**config.mk**
```make
export PLATFORM = sky130hd
export DESIGN_NAME = pmu_reg_bank
export DESIGN_NICKNAME = d
export VERILOG_FILES = /design/src/rtl/pmu_regs_pkg.sv /design/src/rtl/pmu_addr_decode.sv /design/src/rtl/pmu_regfile.sv /design/src/rtl/pmu_bus_resp.sv /design/src/rtl/pmu_reg_bank.sv
export SDC_FILE = /design/constraint.sdc
export NUM_CORES = 2
export LEC_CHECK = 0
export BUFFER_PORTS_ARGS = -buffer_cell sky130_fd_sc_hd__buf_4
export CORE_MARGIN = 1.5
export CORE_UTILIZATION = 40
export DETAILED_ROUTE_END_ITERATION = 8
export PLACE_DENSITY = 0.58
export SYNTH_ARGS = -nofsm -noshare
export SYNTH_HDL_FRONTEND = slang
export SYNTH_HIERARCHICAL = 1
export SYNTH_SLANG_ARGS = --single-unit
```
**constraint.sdc**
```tcl
create_clock -name clk -period 2.7 [get_ports clk]
set_input_delay 0.135 -clock clk [delete_from_list [all_inputs] [get_ports clk]]
set_output_delay 0.135 -clock clk [all_outputs]
set_load 0.005 [all_outputs]
```
**src/rtl/pmu_regs_pkg.sv**
```systemverilog
package pmu_regs_pkg;

  localparam int ADDR_W   = 15;
  localparam int DEC_W    = ADDR_W + 1;
  localparam int DATA_W   = 32;
  localparam int FIXED_N  = 32;
  localparam int HOLD_IDX = 31;
  localparam logic [DEC_W-1:0] INFO_BASE = 16'hF000;

  typedef struct packed {
    logic [DEC_W-1:0]  off;
    logic [DATA_W-1:0] rst;
    logic              ro;
  } reg_desc_t;

  function automatic reg_desc_t mk(input logic [DEC_W-1:0] o,
                                   input logic [DATA_W-1:0] r,
                                   input logic ro);
    reg_desc_t d;
    d.off = o;
    d.rst = r;
    d.ro  = ro;
    return d;
  endfunction

  // Register table: index -> decoded offset, reset value, read-only.
  function automatic reg_desc_t reg_desc(input int idx);
    case (idx)
      0:  return mk(16'h8000, 32'h0000_0003, 1'b0); // oscillator control
      1:  return mk(16'hA000, 32'h0000_0001, 1'b1); // reset cause
      2:  return mk(16'hC000, 32'h0000_0000, 1'b0); // power settings
      3:  return mk(16'hC004, 32'h0000_0000, 1'b0); // ext wake mask
      4:  return mk(16'hC008, 32'h0000_0000, 1'b0); // wake mask
      5:  return mk(16'hC00C, 32'h0000_0000, 1'b0); // mode select
      6:  return mk(16'hC010, 32'hFFFF_FFBF, 1'b0); // run config
      7:  return mk(16'hC020, 32'h6000_0000, 1'b0); // idle config
      8:  return mk(16'hC030, 32'h9600_0000, 1'b0); // stop config
      9:  return mk(16'hC034, 32'h0000_00FF, 1'b0); // stop memory config
      10: return mk(16'hC040, 32'h0000_0000, 1'b0); // sleep config
      11: return mk(16'hC100, 32'h0000_000F, 1'b0); // oscillator frequency
      12: return mk(16'hC104, 32'h000F_FFFF, 1'b0); // oscillator settle
      13: return mk(16'hC108, 32'h0000_0000, 1'b0); // power settle
      14: return mk(16'hC110, 32'hFFFF_FFFF, 1'b0); // memory-timing settle
      15: return mk(16'hC114, 32'h03FF_03FF, 1'b0); // clamp settle
      16: return mk(16'hC200, 32'h0000_0000, 1'b0); // wakeup status
      17: return mk(16'hC204, 32'h0000_00BF, 1'b1); // block status
      18: return mk(16'hC300, 32'h0000_0606, 1'b0); // bias control
      19: return mk(16'hC310, 32'h0000_0000, 1'b0); // on-skew control
      20: return mk(16'hC314, 32'h0000_0000, 1'b1); // on-skew monitor
      21: return mk(16'hC320, 32'h0000_0000, 1'b0); // off-skew control
      22: return mk(16'hC324, 32'h0000_0000, 1'b1); // off-skew monitor
      23: return mk(16'hE000, 32'h0000_0000, 1'b0); // misc
      24: return mk(16'hE100, 32'h0000_0000, 1'b1); // mode status
      25: return mk(16'hE800, 32'h0000_0001, 1'b0); // image-engine control
      26: return mk(16'hE804, 32'h0096_0000, 1'b0); // display-link control
      27: return mk(16'hE80C, 32'h0000_0000, 1'b0); // usb phy control
      28: return mk(16'hE810, 32'h0000_0001, 1'b0); // converter control
      29: return mk(16'hE814, 32'h0000_0000, 1'b0); // serial phy control
      30: return mk(16'hE818, 32'h0000_0000, 1'b0); // adc control
      31: return mk(16'hE81C, 32'h0000_5301, 1'b0); // power hold
      default: return mk(INFO_BASE + DEC_W'(4 * (idx - FIXED_N)), '0, 1'b0);
    endcase
  endfunction

endpackage

```
**src/rtl/pmu_addr_decode.sv**
```systemverilog
module pmu_addr_decode
  import pmu_regs_pkg::*;
#(
  parameter int NREG  = 40,
  parameter int IDX_W = 6
) (
  input  logic [ADDR_W-1:0] addr,
  output logic              hit,
  output logic [IDX_W-1:0]  idx,
  output logic              ro
);

  logic [DEC_W-1:0] dec_addr;
  logic [NREG-1:0]  match;
  logic [NREG-1:0]  ro_vec;

  // Window offset plus the window base gives the decoded offset.
  assign dec_addr = {1'b1, addr};

  for (genvar i = 0; i < NREG; i++) begin : g_cmp
    localparam reg_desc_t D = reg_desc(i);
    assign match[i]  = (dec_addr == D.off);
    assign ro_vec[i] = D.ro;
  end

  always_comb begin
    hit = 1'b0;
    idx = '0;
    for (int i = 0; i < NREG; i++) begin
      if (match[i]) begin
        hit = 1'b1;
        idx = IDX_W'(i);
      end
    end
  end

  assign ro = hit && ro_vec[idx];

endmodule

```
**src/rtl/pmu_regfile.sv**
```systemverilog
module pmu_regfile
  import pmu_regs_pkg::*;
#(
  parameter int NREG  = 40,
  parameter int IDX_W = 6
) (
  input  logic              clk,
  input  logic              rst_n,
  input  logic              wr_en,
  input  logic [IDX_W-1:0]  wr_idx,
  input  logic [DATA_W-1:0] wr_data,
  input  logic [IDX_W-1:0]  rd_idx,
  output logic [DATA_W-1:0] rd_data,
  output logic [DATA_W-1:0] hold_word
);

  logic [DATA_W-1:0] q [NREG];

  for (genvar i = 0; i < NREG; i++) begin : g_reg
    localparam reg_desc_t D = reg_desc(i);
    if (D.ro) begin : g_ro
      // Status and monitor values: fixed, never written.
      assign q[i] = D.rst;
    end else begin : g_rw
      logic [DATA_W-1:0] r;
      always_ff @(posedge clk or negedge rst_n) begin
        if (!rst_n) r <= D.rst;
        else if (wr_en && (wr_idx == IDX_W'(i))) r <= wr_data;
      end
      assign q[i] = r;
    end
  end

  assign rd_data   = q[rd_idx];
  assign hold_word = q[HOLD_IDX];

endmodule

```
**src/rtl/pmu_bus_resp.sv**
```systemverilog
module pmu_bus_resp
  import pmu_regs_pkg::*;
(
  input  logic              clk,
  input  logic              rst_n,
  input  logic              req_valid,
  input  logic              req_we,
  input  logic              rsp_ready,
  input  logic              dec_hit,
  input  logic              dec_ro,
  input  logic              is_hold,
  input  logic              hold_bit_wr,
  input  logic [DATA_W-1:0] rd_data,
  input  logic              err_clr,
  output logic              req_ready,
  output logic              wr_en,
  output logic              rsp_valid,
  output logic [DATA_W-1:0] rsp_data,
  output logic              err_flag,
  output logic              shutdown_req
);

  logic acc;
  logic err_set;

  assign req_ready = !rsp_valid || rsp_ready;
  assign acc       = req_valid && req_ready;
  assign wr_en     = acc && req_we && dec_hit && !dec_ro;
  assign err_set   = acc && (!dec_hit || (req_we && dec_ro));

  always_ff @(posedge clk or negedge rst_n) begin
    if (!rst_n) begin
      rsp_valid <= 1'b0;
      rsp_data  <= '0;
    end else if (acc) begin
      rsp_valid <= 1'b1;
      rsp_data  <= (!req_we && dec_hit) ? rd_data : '0;
    end else if (rsp_ready) begin
      rsp_valid <= 1'b0;
    end
  end

  always_ff @(posedge clk or negedge rst_n) begin
    if (!rst_n)       err_flag <= 1'b0;
    else if (err_set) err_flag <= 1'b1;
    else if (err_clr) err_flag <= 1'b0;
  end

  always_ff @(posedge clk or negedge rst_n) begin
    if (!rst_n) shutdown_req <= 1'b0;
    else        shutdown_req <= acc && req_we && is_hold && !hold_bit_wr;
  end

  assert_rsp_held_R1: assert property (@(posedge clk) disable iff (!rst_n)
    rsp_valid && !rsp_ready |=> rsp_valid && $stable(rsp_data));

  assert_err_sticky_R8: assert property (@(posedge clk) disable iff (!rst_n)
    err_flag && !err_clr |=> err_flag);

  assert_ro_write_err_R6: assert property (@(posedge clk) disable iff (!rst_n)
    acc && req_we && dec_ro |=> err_flag);

  assert_undef_zero_R7: assert property (@(posedge clk) disable iff (!rst_n)
    acc && !dec_hit |=> rsp_valid && (rsp_data == '0) && err_flag);

endmodule

```
**src/rtl/pmu_reg_bank.sv**
```systemverilog
module pmu_reg_bank
  import pmu_regs_pkg::*;
#(
  parameter int INFO_N   = 8,
  parameter int HOLD_BIT = 8
) (
  input  logic              clk,
  input  logic              rst_n,
  input  logic              req_valid,
  output logic              req_ready,
  input  logic              req_we,
  input  logic [ADDR_W-1:0] req_addr,
  input  logic [DATA_W-1:0] req_wdata,
  output logic              rsp_valid,
  input  logic              rsp_ready,
  output logic [DATA_W-1:0] rsp_data,
  input  logic              err_clr,
  output logic              err_flag,
  output logic              shutdown_req
);

  localparam int NREG  = FIXED_N + INFO_N;
  localparam int IDX_W = $clog2(NREG);

  logic              dec_hit;
  logic              dec_ro;
  logic [IDX_W-1:0]  dec_idx;
  logic              wr_en;
  logic              is_hold;
  logic [DATA_W-1:0] rd_data;
  logic [DATA_W-1:0] hold_word;

  pmu_addr_decode #(.NREG(NREG), .IDX_W(IDX_W)) u_dec (
    .addr (req_addr),
    .hit  (dec_hit),
    .idx  (dec_idx),
    .ro   (dec_ro)
  );

  pmu_regfile #(.NREG(NREG), .IDX_W(IDX_W)) u_rf (
    .clk       (clk),
    .rst_n     (rst_n),
    .wr_en     (wr_en),
    .wr_idx    (dec_idx),
    .wr_data   (req_wdata),
    .rd_idx    (dec_idx),
    .rd_data   (rd_data),
    .hold_word (hold_word)
  );

  assign is_hold = dec_hit && (dec_idx == IDX_W'(HOLD_IDX));

  pmu_bus_resp u_resp (
    .clk          (clk),
    .rst_n        (rst_n),
    .req_valid    (req_valid),
    .req_we       (req_we),
    .rsp_ready    (rsp_ready),
    .dec_hit      (dec_hit),
    .dec_ro       (dec_ro),
    .is_hold      (is_hold),
    .hold_bit_wr  (req_wdata[HOLD_BIT]),
    .rd_data      (rd_data),
    .err_clr      (err_clr),
    .req_ready    (req_ready),
    .wr_en        (wr_en),
    .rsp_valid    (rsp_valid),
    .rsp_data     (rsp_data),
    .err_flag     (err_flag),
    .shutdown_req (shutdown_req)
  );

  // A shutdown pulse only follows a stored hold word with the bit cleared.
  assert_shut_hold_R9: assert property (@(posedge clk) disable iff (!rst_n)
    shutdown_req |-> !hold_word[HOLD_BIT]);

endmodule

```
# Word-level counts from Yosys, hierarchy flattened
# Memories as Yosys holds them, arrays and structs flattened.
# Index checks and enable logic that the tools add are counted.
# word_totals
input_bits,53
register_bits,1155
out_inout_bits,36
rom_bits,64
mem_count,1
# memory_table
name,depth,width,read_ports,rd_ports_with_merged_regs,wr,line_no,rtl
(name not given),64,1,1,0,0,pmu_addr_decode.sv:37,assign ro = hit && ro_vec[idx];
# op_classes
bitwise_logic,1
n_lt_le_gt_ge,2
reduce_logical,57
mux,88
n_eq_ne,73
# ops
cell,count
== test 15 bit (second input constant),38
binary-select mux 32 bit (select 6 bit),1
two-way mux 32 bit,3
two-way mux 5 bit,16
== test 6 x 5 -> 1 bit (second input constant),12
== test 6 x 4 -> 1 bit (second input constant),8
== test 6 bit (second input constant),8
two-way mux 6 bit,8
logical AND 1 bit,46
two-way mux 1 bit,46
two-way mux 4 bit,8
== test 6 x 3 -> 1 bit (second input constant),4
== test 15 x 14 -> 1 bit (second input constant),1
zero test 15 bit,1
== test 6 x 2 -> 1 bit (second input constant),2
two-way mux 3 bit,4
>= comparator 7 bit (second input constant),1
less-than comparator 6 x 7 -> 1 bit (second input constant),1
NOT 6 -> 7 bit,1
zero test 6 bit,1
zero test 1 bit,5
two-way mux 2 bit,2
nonzero test 2 bit,2
logical OR 1 bit,2

# Longest topological paths before layout
# depth
depth_word,47
depth_mapped,19
ltp_nobuf,14

# Cells and area by module
# Netlist, hierarchy kept.
# modules_own_cells
mod,cells_each,seq_area_each_um2,area_each_um2,n_inst
pmu_regfile,3397,28199.5,51579.5,1
pmu_bus_resp,156,875.8,1642.8,1
pmu_addr_decode,144,0.0,965.9,1
pmu_reg_bank,3,0.0,20.0,1

# Worst setup path before layout
# OpenSTA, ideal clock, no wires.
# synth_timing
path_kind,input-to-reg
start,input req_addr[8]
end,register u_rf.g_reg[13].g_rw.r[10]
slack_ns,-1.222
required_time_ns,2.575
arrival_ns,3.797
stages,13
setup_ns,0.125
path_cell_list,buf_4 or4_1 nor4_2 nand3b_1 nand4b_1 or3_1 a221oi_2 and4b_1 nor3b_2 nand3_1 nor3b_2 buf_4 mux2_2
# synth_between
word_cells_on_any_way,127
# synth_lines
element,line_no,rtl
from (decl),pmu_reg_bank.sv:12,"input logic [ADDR_W-1:0] req_addr,"
== test 15 bit,pmu_addr_decode.sv:22,assign match[i] = (dec_addr == D.off);
two-way mux 6 bit (7 in series),pmu_addr_decode.sv:30,if (match[i]) begin
two-way mux 6 bit (*),pmu_addr_decode.sv:30,
net dec_idx[5],pmu_reg_bank.sv:27,logic [IDX_W-1:0] dec_idx;
memory read (64 x 1 bit) (*),n/a,
two-way mux 1 bit (not written as such) (*),pmu_addr_decode.sv:37,
logical AND 1 bit (*),pmu_addr_decode.sv:37,
net dec_ro,pmu_reg_bank.sv:26,logic dec_ro;
zero test 1 bit (*),pmu_bus_resp.sv:28,assign wr_en = acc && req_we && dec_hit && !dec_ro;
logical AND 1 bit (*),pmu_bus_resp.sv:28,
net wr_en,pmu_reg_bank.sv:28,logic wr_en;
logical AND 1 bit (*),pmu_regfile.sv:28,else if (wr_en && (wr_idx == IDX_W'(i))) r <= wr_data;
to (signal assigned),pmu_regfile.sv:27,if (!rst_n) r <= D.rst;
to (signal assigned),pmu_regfile.sv:28,
to (decl),pmu_regfile.sv:25,logic [DATA_W-1:0] r;
# Mark *: on every way through the listed nets, which the timed path passes. The rest lies on a longest branch. The select of a mux whose other input is x is not followed.
# A chain may end at the register's enable or synchronous reset.

# Final worst setup path
# layout_timing
start,input req_addr[8]
end,register u_rf.g_reg[13].g_rw.r[14]
# layout_between
elab_chain_len,46
word_cells_on_any_way,127
# layout_lines
element,line_no
== test 15 x 14 -> 1 bit,pmu_addr_decode.sv:22
two-way mux 1 bit,pmu_addr_decode.sv:30
two-way mux 2 bit (2 in series),pmu_addr_decode.sv:30
two-way mux 3 bit (4 in series),pmu_addr_decode.sv:30
two-way mux 4 bit (8 in series),pmu_addr_decode.sv:30
two-way mux 5 bit (16 in series),pmu_addr_decode.sv:30
two-way mux 6 bit (7 in series),pmu_addr_decode.sv:30
two-way mux 6 bit (*),pmu_addr_decode.sv:30
net dec_idx[0],pmu_reg_bank.sv:27
memory read (64 x 1 bit) (*),n/a
two-way mux 1 bit (not written as such) (*),pmu_addr_decode.sv:37
logical AND 1 bit (*),pmu_addr_decode.sv:37
net dec_ro,pmu_reg_bank.sv:26
zero test 1 bit (*),pmu_bus_resp.sv:28
logical AND 1 bit (*),pmu_bus_resp.sv:28
net wr_en,pmu_reg_bank.sv:28
logical AND 1 bit (*),pmu_regfile.sv:28
# Marks and branches as above.

==> flow_summary.json <==
{
  "status": "complete, but fails checks",
  "violations": "negative setup slack",
  "first_pass_iters": 8,
  "gp_congestion": 0.8422,
  "ff_latch_area_mm2": 0.02908,
  "detail_route.vias_per_cell": 5.787,
  "slew_headroom_pct": 43.92,
  "async_flop_share_pct": 100.0,
  "routed_wl_um": 175000,
  "ys_warn_count": 6,
  "min_period_over_period_pct": 115.7,
  "critPathLaunchType": "input pin",
  "worstReg2RegEnd": "u_rf/g_reg[13].g_rw.r[14]$_DFFE_PN0P_",
  "drc_errors": 0,
  "worst-path-stages": 16,
  "r2r-start": "u_resp/rsp_valid$_DFFE_PN0P_",
  "crit_chain": "buf_8 -> or4b_4 -> nor4_4 -> nand3_2 -> o211ai_1 -> nand4b_1 -> buf_6 -> or3_1 -> a221oi_2 -> and4b_2 -> nor3b_4 -> nand3_4 -> nor3b_4 -> buf_6 -> buf_12 -> mux2_2",
  "die_area_mm2": 0.1377,
  "multiInputGateArea_mm2": 0.02553,
  "p_comb_share_pct": 3.1,
  "synth_nets": 3753,
  "ys_types": 80,
  "fillers": 11080,
  "cts_tree": "done",
  "grt_setup_unrepaired": "true",
  "p_switching_mw": 8.232,
  "die_h_um": 371.1,
  "postSynthCellCount": 3700,
  "numCtsBuffers": 131,
  "drt-initial-drc-count": 2503,
  "hold_class": "input pin to flop",
  "grt_use_total_pct": 25.15,
  "port_buffers": 88,
  "row_count": 134,
  "avgSynthCellArea_um2": 14.65,
  "insertion_delay_ps": 780,
  "drv_cap": 0,
  "pwr-share-seq_pct": 48.1,
  "path_clk_slew_ps": 60,
  "yosysSeqAreaShare_pct": 53.64,
  "setup-violations-final": 1152,
  "vias": 34970,
  "power.internal_mw": 27.80,
  "overflow": 0,
  "grt_pass1_wl_um": 254900,
  "htree_levels": 4,
  "ios": 89,
  "grt_pass1_vias": 36630,
  "yosys.area.top_type_share_pct": 46.95,
  "core_area_mm2": 0.1340,
  "initial_core_util_pct": 40.47,
  "p_per_area_mw_per_mm2": 518.1,
  "fin_crit_ps": 3124,
  "wl_per_cell_um": 28.96,
  "synth_common_cells": "mux2_2, dfrtp_1, mux4_2",
  "worstPathRequired_ps": 3360,
  "crit_start": "req_addr[8]",
  "placed_area_mm2": 0.06161,
  "grt_start_max_net_pins": 108,
  "crit_path_top_delay_cell": "or4b_4",
  "die_w_um": 371.1,
  "p_leak_nw": 32.57,
  "place_inst": 5643,
  "hpwl_um": 105400,
  "crit_end": "u_rf/g_reg[13].g_rw.r[14]$_DFFE_PN0P_",
  "ant_nets": 0,
  "cpLargestDelayFamily": "simple AND/OR/NAND/NOR gates",
  "fmax_ghz": 0.3201,
  "fin_tns_setup_ps": -329020,
  "area_growth_syn_to_layout_pct": 28.28,
  "worst_slew_pin_slew_ps": 841.2,
  "antenna_found_initial": 4,
  "path_buf_inv": 4,
  "synth_area_leaders": "dfrtp_1, mux2_2, mux4_2",
  "switching_share_pct": 22.85,
  "clk_path_buf_depth": 3,
  "synthMostInstantiatedCell": "mux2_2",
  "clkPwrFrac_pct": 48.8,
  "drive_above_1_share_pct": 60.40,
  "reg2reg_depth": 9,
  "fin_ws_ps": -424.0,
  "critPathMaxFanout": 12,
  "ys_ff_latch": 1155,
  "ys.flop_type": "dfrtp_1",
  "crit_path_max_incr_delay_ps": 590,
  "finalMaxSlewViolations": 0,
  "root_buffer": "clkbuf_16",
  "vdd_ir_drop_max_mv": 0.4706,
  "crit_type": "input pin to flop",
  "final_cell_area_mm2": 0.06954,
  "hold_viol": 0,
  "clock_sinks": 1155,
  "synth_edf_count": 0,
  "finish.utilization_pct": 51.91,
  "worstSetupEndpointType": "flop",
  "instances_no_fill": 6043,
  "fin_nets": 4215,
  "fin_total_pwr_mw": 36.03,
  "arrival_ps": 3780,
  "synth_area_mm2": 0.05421,
  "yosysTopAreaCell": "dfrtp_1",
  "r2r_setup_slack_ps": -10,
  "clock_skew_ps": 26.75
}
-- power by group through the flow --
stage | clock, mW | combinational [mW] | sequential, mW
detailed placement | 0 | 1.05 | 17.6
global placement | 0 | 1.05 | 17.6
floorplan | 0 | 0.305 | 17.6
global route | 18.7 | 1.23 | 17.3
CTS | 18.0 | 1.13 | 17.3
finish | 17.6 | 1.12 | 17.3
-- per-layer routing --
metal	global-route usage [%]	part of all wire [%]	up-vias
met4	8.760	3.3	0
met3	3.431	4.8	272
met5	0	0	-
met1	36.19	46	18980
met2	38.96	46	970
li1	-	-	14750
-- flip-flops by register name, indices dropped and copies added, names as in the netlist --
register             flops
u_rf/g.g_rw.r         1088
u_resp/rsp_valid         1
u_resp/shutdown_req      1
u_resp/err_flag          1
u_rf/hold_word          32
u_resp/rsp_data         32
-- through the flow --
step	worst slack [ps]	hold WS [ps]
2_1_floorplan	-818.9	-160.6
4_1_cts	-256.9	46.78
5_1_grt	-486.3	79.69
3_5_place_dp	-1416	165.0
3_3_place_gp	-1374	168.6
6_report	-424.0	90.05
-- layout by cell type (no fill, tap or decap), types with 11 or more instances in the layout --
| master | n |
|---|---|
| buf_4 | 384 |
| buf_12 | 156 |
| buf_8 | 20 |
| nand4_1 | 38 |
| nand3_1 | 21 |
| inv_1 | 34 |
| o22ai_1 | 25 |
| clkbuf_16 | 149 |
| mux2i_1 | 91 |
| nor2_4 | 11 |
| clkbuf_8 | 27 |
| clkinv_2 | 16 |
| dlygate4sd3_1 | 36 |
| mux2_2 | 897 |
| o2bb2ai_1 | 20 |
| o22ai_2 | 13 |
| mux4_2 | 181 |
| o31ai_1 | 15 |
| o21ai_0 | 20 |
| dfstp_2 | 138 |
| nor3_1 | 35 |
| dfrtp_1 | 1017 |
| a21oi_1 | 13 |
| buf_6 | 52 |
| mux2_4 | 316 |
| mux2_1 | 13 |
| nor3_2 | 15 |
| nor2b_1 | 30 |
| o21ai_2 | 30 |
| buf_16 | 24 |
| a221oi_1 | 60 |
| nor2_1 | 15 |
| a211o_1 | 19 |
| nand2_1 | 46 |
| clkbuf_1 | 52 |
-- tightest hold or removal path, stage by stage --
cell and delay (ps):
buf_4 110, and2_4 190, buf_4 240, o21ai_2 140
-- final cells by class --
cell class / instances / area share (%)
clock inverters: 31 / 0.4120
flip-flops and latches: 1155 / 41.81
clock buffers: 213 / 5.654
multi-input cells: 2147 / 36.72
repair buffers: 689 / 12.00
diodes: 2 / 0.007197
inverters: 38 / 0.2213
well taps: 1768 / 3.181
-- timing repair --
| item | 4_1_cts | 5_1_grt |
|---|---|---|
| endpoints found under the setup margin | 1152 | 1153 |
| hold buffers | 37 | 0 |
| gates cloned | 22 | 14 |
| endpoints found under the hold margin | 2006 | 0 |
| setup buffers | 72 | 20 |
| pin swaps | 49 | 8 |
| gates resized for setup | 274 | 116 |
-- worst min-delay path by stage --
| stage | start | endpoint | cells after the start |
|---|---|---|---|
| 6_report | req_valid | u_resp/rsp_data[19]$_DFFE_PN0P_ | 4 |
| 5_1_grt | req_valid | u_resp/rsp_data[14]$_DFFE_PN0P_ | 4 |
| 3_3_place_gp | rst_n | u_rf/g_reg[18].g_rw.r[0]$_DFFE_PN0P_ | 1 |
| 4_1_cts | req_valid | u_resp/rsp_data[19]$_DFFE_PN0P_ | 4 |
| 3_5_place_dp | rst_n | u_rf/g_reg[18].g_rw.r[4]$_DFFE_PN0P_ | 1 |
| 2_1_floorplan | rst_n | u_resp/err_flag$_DFFE_PN0P_ | 0 |
-- logic make-up (layout without fill, tap and decap cells) --
logic type	count (synthesis)	in the layout	share of synthesized area, %
multiplexers	1511	1511	34.91
flip-flops	1155	1155	53.64
buffers and inverters	399	971	3.529
AND/OR/NAND/NOR	324	324	3.458
AO/OA/AOI/OAI	307	308	4.404
XOR/XNOR	4	4	0.06464
other	0	2	0
No activity file was read; power rests on OpenSTA's default activity.
